===== config.mk =====
export PLATFORM = sky130hd
export DESIGN_NAME = pfcseq_top
export DESIGN_NICKNAME = d
export VERILOG_FILES = /design/src/rtl/pfcseq_pkg.sv /design/src/rtl/pfcseq_sync.sv /design/src/rtl/pfcseq_fsm.sv /design/src/rtl/pfcseq_outdec.sv /design/src/rtl/pfcseq_top.sv
export SDC_FILE = /design/constraint.sdc
export NUM_CORES = 1
export LEC_CHECK = 0
export BUFFER_PORTS_ARGS = -buffer_cell sky130_fd_sc_hd__buf_4
export CAP_MARGIN = 20
export CORE_UTILIZATION = 46
export DETAILED_ROUTE_END_ITERATION = 6
export GPL_ROUTABILITY_DRIVEN = 0
export PLACE_DENSITY_LB_ADDON = 0.12
export REMOVE_ABC_BUFFERS = 1
export SYNTH_ARGS = -nofsm -noshare
export SYNTH_HDL_FRONTEND = slang
export SYNTH_SLANG_ARGS = --single-unit
export TNS_END_PERCENT = 100

===== constraint.sdc =====
create_clock -name clk -period 1.35 [get_ports clk]
set_input_delay 0.2025 -clock clk [delete_from_list [all_inputs] [get_ports clk]]
set_output_delay 0.2025 -clock clk [all_outputs]
set_load 0.1 [all_outputs]

===== src/rtl/pfcseq_pkg.sv =====
package pfcseq_pkg;
   localparam int MODE_W = 3;

   typedef enum logic [MODE_W-1:0] {
      MODE_SLEEP = 3'd0,
      MODE_STBY  = 3'd1,
      MODE_SOFT  = 3'd2,
      MODE_RUN   = 3'd3,
      MODE_OVP   = 3'd4,
      MODE_IPK   = 3'd5
   } mode_e;

   typedef struct packed {
      logic vcc_on;
      logic vcc_uv;
      logic en_sleep;
      logic en_wake;
      logic fb_open;
      logic ovp_trip;
      logic ovp_clear;
      logic ipk_trip;
      logic comp_low;
      logic comp_top;
   } flags_t;

   localparam int FLAG_W = $bits(flags_t);
endpackage


===== src/rtl/pfcseq_sync.sv =====
module pfcseq_sync #(
   parameter int W      = 8,
   parameter int STAGES = 2
) (
   input  logic         clk,
   input  logic         rst_n,
   input  logic [W-1:0] d,
   output logic [W-1:0] q
);
   logic [STAGES-1:0][W-1:0] chain;

   generate
      if (STAGES < 2) begin : g_bad_stages
         $error("pfcseq_sync: STAGES must be at least 2");
      end
      if (W < 1) begin : g_bad_width
         $error("pfcseq_sync: W must be positive");
      end
   endgenerate

   always_ff @(posedge clk or negedge rst_n) begin
      if (!rst_n) begin
         chain <= '0;
      end else begin
         chain[0] <= d;
         for (int i = 1; i < STAGES; i++) begin
            chain[i] <= chain[i-1];
         end
      end
   end

   assign q = chain[STAGES-1];
endmodule


===== src/rtl/pfcseq_fsm.sv =====
module pfcseq_fsm
   import pfcseq_pkg::*;
(
   input  logic   clk,
   input  logic   rst_n,
   input  flags_t f,
   output mode_e  mode,
   output logic   sleep_pend
);
   mode_e mode_q, mode_d;
   logic  ret_run_q;
   logic  wake_ok;
   mode_e ret_mode;

   assign wake_ok    = f.vcc_on && !f.vcc_uv && !f.fb_open && f.en_wake && !f.en_sleep;
   assign ret_mode   = ret_run_q ? MODE_RUN : MODE_SOFT;
   assign sleep_pend = f.en_sleep && !f.vcc_uv && (mode_q != MODE_SLEEP);

   always_comb begin
      mode_d = mode_q;
      if (f.vcc_uv) begin
         mode_d = MODE_SLEEP;
      end else if (f.en_sleep) begin
         if (mode_q == MODE_SLEEP || f.comp_low) mode_d = MODE_SLEEP;
      end else if (f.fb_open) begin
         mode_d = MODE_STBY;
      end else begin
         case (mode_q)
            MODE_SLEEP, MODE_STBY: if (wake_ok) mode_d = MODE_SOFT;
            MODE_SOFT: begin
               if (f.ovp_trip)      mode_d = MODE_OVP;
               else if (f.ipk_trip) mode_d = MODE_IPK;
               else if (f.comp_top) mode_d = MODE_RUN;
            end
            MODE_RUN: begin
               if (f.ovp_trip)      mode_d = MODE_OVP;
               else if (f.ipk_trip) mode_d = MODE_IPK;
            end
            MODE_OVP: if (f.ovp_clear) mode_d = ret_mode;
            MODE_IPK: begin
               if (f.ovp_trip)       mode_d = MODE_OVP;
               else if (!f.ipk_trip) mode_d = ret_mode;
            end
            default: mode_d = MODE_SLEEP;
         endcase
      end
   end

   always_ff @(posedge clk or negedge rst_n) begin
      if (!rst_n) begin
         mode_q    <= MODE_SLEEP;
         ret_run_q <= 1'b0;
      end else begin
         mode_q <= mode_d;
         if (mode_q == MODE_SOFT || mode_q == MODE_RUN) ret_run_q <= (mode_q == MODE_RUN);
      end
   end

   assign mode = mode_q;
endmodule


===== src/rtl/pfcseq_outdec.sv =====
module pfcseq_outdec
   import pfcseq_pkg::*;
#(
   parameter bit FAST_KILL = 1'b1
) (
   input  logic   clk,
   input  logic   rst_n,
   input  mode_e  mode,
   input  flags_t f,
   input  logic   sleep_pend,
   output logic   gate_en,
   output logic   comp_dis,
   output logic   bias_en
);
   logic running;
   logic gate_c;

   assign running  = (mode == MODE_SOFT) || (mode == MODE_RUN);
   assign gate_c   = running && !f.ovp_trip && !f.ipk_trip && !f.vcc_uv
                     && !f.en_sleep && !f.fb_open;
   assign comp_dis = (mode == MODE_SLEEP) || sleep_pend
                     || ((mode == MODE_STBY) && !f.comp_low);
   assign bias_en  = (mode != MODE_SLEEP);

   generate
      if (FAST_KILL) begin : g_comb_kill
         assign gate_en = gate_c;
      end else begin : g_reg_kill
         logic gate_q;
         always_ff @(posedge clk or negedge rst_n) begin
            if (!rst_n) gate_q <= 1'b0;
            else        gate_q <= gate_c;
         end
         assign gate_en = gate_q;
      end
   endgenerate
endmodule


===== src/rtl/pfcseq_top.sv =====
module pfcseq_top
   import pfcseq_pkg::*;
#(
   parameter int SYNC_STAGES = 2,
   parameter bit FAST_KILL   = 1'b1
) (
   input  logic                clk,
   input  logic                rst_n,
   input  logic                vcc_on_i,
   input  logic                vcc_uv_i,
   input  logic                en_sleep_i,
   input  logic                en_wake_i,
   input  logic                fb_open_i,
   input  logic                ovp_trip_i,
   input  logic                ovp_clear_i,
   input  logic                ipk_trip_i,
   input  logic                comp_low_i,
   input  logic                comp_top_i,
   output logic                gate_en_o,
   output logic                comp_dis_o,
   output logic                bias_en_o,
   output logic [MODE_W-1:0]   mode_o
);
   flags_t raw_flags;
   flags_t sflags;
   mode_e  mode;
   logic   sleep_pend;

   assign raw_flags = '{vcc_on: vcc_on_i, vcc_uv: vcc_uv_i, en_sleep: en_sleep_i,
                        en_wake: en_wake_i, fb_open: fb_open_i, ovp_trip: ovp_trip_i,
                        ovp_clear: ovp_clear_i, ipk_trip: ipk_trip_i,
                        comp_low: comp_low_i, comp_top: comp_top_i};

   pfcseq_sync #(.W(FLAG_W), .STAGES(SYNC_STAGES)) u_sync (
      .clk(clk), .rst_n(rst_n), .d(raw_flags), .q(sflags)
   );

   pfcseq_fsm u_fsm (
      .clk(clk), .rst_n(rst_n), .f(sflags), .mode(mode), .sleep_pend(sleep_pend)
   );

   pfcseq_outdec #(.FAST_KILL(FAST_KILL)) u_out (
      .clk(clk), .rst_n(rst_n), .mode(mode), .f(sflags), .sleep_pend(sleep_pend),
      .gate_en(gate_en_o), .comp_dis(comp_dis_o), .bias_en(bias_en_o)
   );

   assign mode_o = mode;
endmodule


==> results of run 1 <==
-- metal layers --
layer / vias to the layer above / track usage, %
met2: 27 / 32.2
met5: - / 0
li1: 332 / -
met4: 0 / 10.6
met3: 8 / 3.53
met1: 361 / 22.4
-- power by group --
group	total (uW)	internal (uW)	switching, uW
Sequential	776	756	20.4
Combinational	302	148	154
Clock	286	104	182
-- cell type report --
type                    count  area, um^2  share of cell area (%)
clock buffers               3        22.5                    1.50
inverters                   2        7.51                   0.499
multi-input cells          37         328                    21.8
flip-flops and latches     24         601                    39.9
well taps                  25        31.3                    2.08
repair buffers             47         514                    34.2
-- placed cells by master (no fill, tap or decap), types with 2 or more instances in the layout --
cell           instances
buf_6                  9
dlygate4sd3_1         11
o21ai_1                2
buf_4                 19
clkbuf_4               3
buf_12                 6
o2bb2ai_1              2
nand2_1                3
nor2_1                 3
dfrtp_1               24
o21ai_4                2
inv_1                  2
a21oi_1                2
-- how the worst max path moves through the flow --
stage / endpoint
after global routing: gate_en_o
after global placement: gate_en_o
final: gate_en_o
after floorplan: comp_dis_o
after CTS: gate_en_o
after detailed placement: gate_en_o
-- per-stage QoR --
step / setup WS (ns) / hold slack [ns] / utilization (%) / cell area [um^2]
after floorplan: -1.36 / -0.0931 / - / 873
after global placement: -0.0440 / 0.107 / 62.5 / 1110
after detailed placement: -0.0675 / 0.114 / 62.5 / 1110
after CTS: -0.291 / 0.00262 / 79.2 / 1410
after global routing: -0.370 / 0.333 / 84.4 / 1500
final: -0.299 / 0.339 / 84.4 / 1500
-- sequential cells by signal, indices dropped and copies added (netlist names) --
register,flops
u_sync.chain,10
u_fsm.mode,3
u_sync.q,10
u_fsm.ret_run_q,1
-- worst register-to-register path, delay by kind of cell, from the launching register on --
kind	cells	cell delay (ns)
simple gates	1	0.36
compound gates	3	0.47
buf+inv	2	0.29
flops	1	0.43
-- what timing repair did --
action                                  in CTS  in global routing
hold endpoints to repair                    33                  1
gates cloned                                 0                  1
pin swaps                                    7                  2
buffers inserted                             6                  1
hold buffers                                10                  1
endpoints found under the setup margin       9                 10
resized for setup                           33                  9
-- kinds of logic after synthesis --
kind of cell / synth area share [%]
buffers and inverters: 4.16
muxes: 1.25
AOI/OAI and AO/OA: 15.4
and+or+nand+nor: 12.7
DFF: 66.5
==> out/summary.txt, run 1 <==
Status - finished with violations
Failing checks - negative setup slack
Top layer reached by signal wires - met4
CP arrival - 1.45 ns
Yosys reg bits - 24
Vias - 728
WL met1 - 965 um
Num ports - 18
Worst Skew - 0.00333 ns
CTS tree - yes
CTS Sinks - 24
Final setup vio count - 9
Gr ovfl total - 0
Final non-filler cell total - 138
Crit path max-delay cell type - dfrtp_1
DP Wirelength - 1.08 mm
Synth async-reset ratio - 100%
Worst-Margin Slew - 0.554 ns
Total Nets Final - 127
Type of origin of the critical path - flip-flop
Reg2Reg Setup Slack - -0.28 ns
Clk pin slew, worst setup/hold paths - 0.11 ns
Met3 wire len - 63 um
Row cnt - 15
Die width - 46.3 um
Ranking of synthesized cells by area - dfrtp_1, buf_6, o2bb2ai_1, a32oi_2, o21ai_0
Cell Area, Synth - 903 um^2
Register area share after synthesis - 66.5%
H-tree Lvls - 1
Crit path buf inv count - 1
Vias per cell - 5.28
Vias in the first global route - 632
Antenna-violating nets left - 0
Library cells used by synthesis - 31
CP Max Fanout - 3
Yosys top cell by area - dfrtp_1
Crit path largest cell delay - 0.43 ns
Fmax - 0.606 GHz
WP depth - 3
Initial antenna violation count - 0
Dpl cells - 116
TNS Setup - -1.71 ns
DR pass1 iterations - 4
Final Max Tran Viols - 0
Final min period - 1.65 ns
Unrepaired setup endpoints after global routing - yes
CP required - 1.15 ns
Die area - 2150 um^2
Top cells by count, synth - dfrtp_1, nand2_1, nor2_1, o21ai_0
CP top delay family - simple AND/OR/NAND/NOR gates
Reg-to-reg critical path endpoint - u_fsm.mode[1]$_DFFE_PN0P_
Port buffer count - 17
Routed WL - 2.16 mm
Final period util - 122%
Leakage power - 0.000671 uW
Top-count cell post-synth - dfrtp_1
Largest net degree at the start of global routing - 25
Crit-path cells - nor4b_4, and2_4, buf_12
Starting DRT DRC Count - 15
Worst setup EP type - primary output
Power density cells - 907 nW/um^2
Core box area - 1780 um^2
Wirelength per Cell - 15.6 um
CP Launch Point - u_sync.q[4]$_DFF_PN0_
Share of layout cells above drive strength 1 - 46.9%
RR Startpoint - u_fsm.mode[2]$_DFFE_PN0P_
Clk Tree Root Cell - clkbuf_4
Filler cells - 95
Post-synth EDFFs - 0
CTS Buf Count - 3
Final Hold Fails - 0
Antenna Cells - 0
Yosys warns - 0
Synth-to-layout area growth - 66.5%
GRT Total Usage - 19.0%
Worst-case reg-to-reg path depth - 6
Met2 wire length - 1.07 mm
CP Class - flip-flop to primary output
Hold Crit Class - input pin to asynchronous set/reset pin
First-pass GRT wire length - 2.68 mm
Design Power - 1360 uW
Worst VDD drop - 0.977 mV
Final worst-path setup slack - -0.299 ns
Starting Density - 50.7%
CTS Buffer Depth - 2
Synth top area share - 66.5%
Avg Cell Area, Syn - 13.7 um^2
Max cap viols - 0
Clk Latency, worst-skew pair - 0.30 ns
Max transition margin - 63.0%
Cells after synthesis - 66
Predominant post-synthesis flop cell - dfrtp_1
Die Height - 46.3 um
Drc violations - 0
Note: power is estimated with default switching activity, not from simulation.
==> run 2: changes to the inputs <==
Settings changed: CORE_UTILIZATION 46 to 47, SYNTH_HIERARCHICAL set to 1.
==> run 2 against run 1 <==
Against the previous run:
- the run still ends with negative setup slack left
- clock-buffer cell count unchanged
- via count decreased by 3.3%
- fmax is 0.53% lower
- critical endpoint is now bias_en_o
==> out/summary.txt, run 2 <==
Power density cells - 890 nW/um^2 (-1.9%)
Library cells used by synthesis - 30 (-3.2%)
Psw - 320 uW (-10%)
Filler cells - 139 (+46%)
GRT Total Usage - 17.9% (-1.1 points)
Port buffer count - 17 (unchanged)
Ranking of synthesized cells by area - dfrtp_1, buf_4, a2111oi_4, a31oi_1, o32ai_1
Wirelength per Cell - 12.8 um (-18%)
Reg2Reg Setup Slack - -0.23 ns (+0.05 ns)
Clk Latency, worst-skew pair - 0.29 ns (about the same)
Clk Tree Root Cell - clkbuf_4
Most frequent cells in the layout - buf_4, dfrtp_1, dlygate4sd3_1
Worst setup EP type - primary output
Final Max Tran Viols - 0 (unchanged)
Clock network power share - 22.1% (+1.1 points)
Initial antenna violation count - 0 (unchanged)
Met2 wire length - 1.02 mm (-4.2%)
Register area share after synthesis - 61.6% (-4.9 points)
Die width - 47.5 um (+2.6%)
Dpl cells - 123 (+6.0%)
Final non-filler cell total - 143 (+3.6%)
Failing checks - negative setup slack
Leakage power - 0.000618 uW (-7.8%)
Worst-case reg-to-reg path depth - 5 (-1)
Comb power frac - 17.9% (-4.3 points)
Sw Ratio - 24.7% (-1.5 points)
CP top delay family - flip-flops
DR pass1 iterations - 4 (unchanged)
Row cnt - 16 (+1)
Crit path max-delay cell type - dfrtp_2
Predominant post-synthesis flop cell - dfrtp_1
Yosys top cell by area - dfrtp_1
Status - finished with violations
Avg Cell Area, Syn - 12.7 um^2 (-7.5%)
Worst-Margin Slew - 0.368 ns (-0.186 ns)
Yosys warns - 6 (+6)
Crit-path cells - buf_6, or3_4, buf_12
RR Startpoint - u_fsm/mode[0]$_DFFE_PN0P_
Starting Density - 49.7% (-0.99 points)
Cells after synthesis - 77 (+17%)
Final min period - 1.66 ns (+0.00878 ns)
CTS Sinks - 24 (unchanged)
Yosys reg bits - 24 (unchanged)
Top-count cell post-synth - dfrtp_1
Reg-to-reg critical path endpoint - u_fsm/mode[0]$_DFFE_PN0P_
CP Class - flip-flop to primary output
Core box area - 1960 um^2 (+10%)
Crit path largest cell delay - 0.46 ns (+0.03 ns)
Post-synth EDFFs - 0 (unchanged)
Clk pin slew, worst setup/hold paths - 0.11 ns (about the same)
Sequential cell area - 606 um^2 (+0.83%)
Most common cell after layout, fill and taps aside - buf_4
Starting DRT DRC Count - 7 (-8)
CP arrival - 1.46 ns (about the same)
Gr ovfl total - 0 (unchanged)
WHS - 0.322 ns (-0.0171 ns)
Share of layout cells above drive strength 1 - 47.4% (+0.51 points)
Sequential power share - 60.1% (+3.2 points)
Antenna Cells - 0 (unchanged)
CP Launch Point - u_fsm/mode[1]$_DFFE_PN0P_
Fmax - 0.603 GHz (-0.53%)
WL met1 - 750 um (-22%)
Max transition margin - 75.4% (+12 points)
Vias per cell - 4.92 (-6.7%)
Final core utilization - 74.3% (-10 points)
Finished Cell Area - 1460 um^2 (-3.1%)
WP depth - 3 (unchanged)
Drc violations - 0 (unchanged)
Worst Skew - 0.00211 ns (-0.00122 ns)
Die Height - 47.5 um (+2.6%)
Top cells by count, synth - dfrtp_1, buf_4, inv_1, nor2_1, a31oi_1
Die area - 2260 um^2 (+5.4%)
CP Max Fanout - 4 (+1)
CTS Buffer Depth - 2 (unchanged)
Antenna-violating nets left - 0 (unchanged)
Multi-input logic area - 325 um^2 (-0.76%)
Final setup vio count - 6 (-3)
Internal Power - 977 uW (-3.0%)
Unrepaired setup endpoints after global routing - yes
Synth-to-layout area growth - 49.6%
DP Wirelength - 1.11 mm (+3.3%)
CP required - 1.15 ns (about the same)
Pre-CTS setup slack - -0.199 ns (-0.132 ns)
Num ports - 18 (unchanged)
Cell Area, Synth - 975 um^2 (+7.9%)
Final worst-path setup slack - -0.308 ns (-0.00878 ns)
First-pass GRT wire length - 2.69 mm (+0.26%)
Max cap viols - 0 (unchanged)
Final Hold Fails - 0 (unchanged)
Vias - 704 (-3.3%)
Hold Crit Class - input pin to asynchronous set/reset pin
Largest net degree at the start of global routing - 25 (unchanged)
CTS tree - yes
Type of origin of the critical path - flip-flop
Crit path buf inv count - 2 (+1)
Total Nets Final - 130 (+2.4%)
Met3 wire len - 37 um (-41%)
CTS Buf Count - 3 (unchanged)
CP endpoint - bias_en_o
H-tree Lvls - 1 (unchanged)
Synth top area share - 61.6% (-4.9 points)
Vias in the first global route - 672 (+6.3%)
Placed Area - 1150 um^2 (+3.1%)
Synth async-reset ratio - 100% (unchanged)
Routed WL - 1.82 mm (-16%)
Final period util - 123% (+0.65 points)
Worst VDD drop - 0.662 mV (-32%)
Top layer reached by signal wires - met4
run 2: worst min-delay path by stage:
stage / depth (start not counted) / from / endpoint / slack, ns
global placement: 1 / rst_n / u_fsm/ret_run_q$_DFFE_PN0P_ / 0.11
floorplan: 0 / rst_n / u_fsm/mode[0]$_DFFE_PN0P_ / -0.09
finish: 2 / rst_n / u_fsm/mode[2]$_DFFE_PN0P_ / 0.32
CTS: 2 / rst_n / u_sync/q[0]$_DFF_PN0_ / 0.32
global route: 2 / rst_n / u_fsm/mode[2]$_DFFE_PN0P_ / 0.33
detailed placement: 1 / rst_n / u_sync/q[0]$_DFF_PN0_ / 0.11
run 2: power by group through the flow:
stage	logic, uW	registers [uW]	clock network [uW]
floorplan	63.1	808	0
finish	232	779	286
CTS	215	777	306
detailed placement	157	792	0
global placement	153	791	0
global route	249	784	339
run 2: cell families after synthesis:
logic type      count (synthesis)  synth area share (%)
compound gates                 19                  16.3
buf+inv                        16                  10.9
flops                          24                  61.6
simple gates                   18                  11.2
run 2: area by class of cell:
type / instances / share of cell area [%]
sequential: 24 / 41.5
timing repair buffer: 48 / 31.2
multi-input combinational: 37 / 22.3
tap: 27 / 2.32
clock buffer: 3 / 1.55
inverter: 4 / 1.03
run 2: worst register-to-register path, cell delays in order (launching register included):
cell	delay [ns]
dfrtp_2	0.43
buf_4	0.16
buf_4	0.12
o211ai_1	0.15
a21o_2	0.28
a311o_1	0.34
run 2: repair_timing:
action	4_1_cts	5_1_grt
pin swaps	7	8
hold endpoints to repair	34	0
setup buffers	5	3
gates resized for setup	19	12
hold buffers	11	0
setup endpoints to repair	9	9
run 2: layer usage:
metal / global-route usage [%] / vias up
li1: - / 345
met1: 21.6 / 344
met2: 31.0 / 13
met3: 3.40 / 2
met4: 8.33 / 0
met5: 0 / -
run 2: through the flow:
step                      setup TNS, ns  total power [uW]
after floorplan                   -4.62               871
after CTS                         -1.33              1300
final                             -1.41              1300
after global placement           -0.406               944
after detailed placement         -0.488               949
after global routing              -1.79              1370
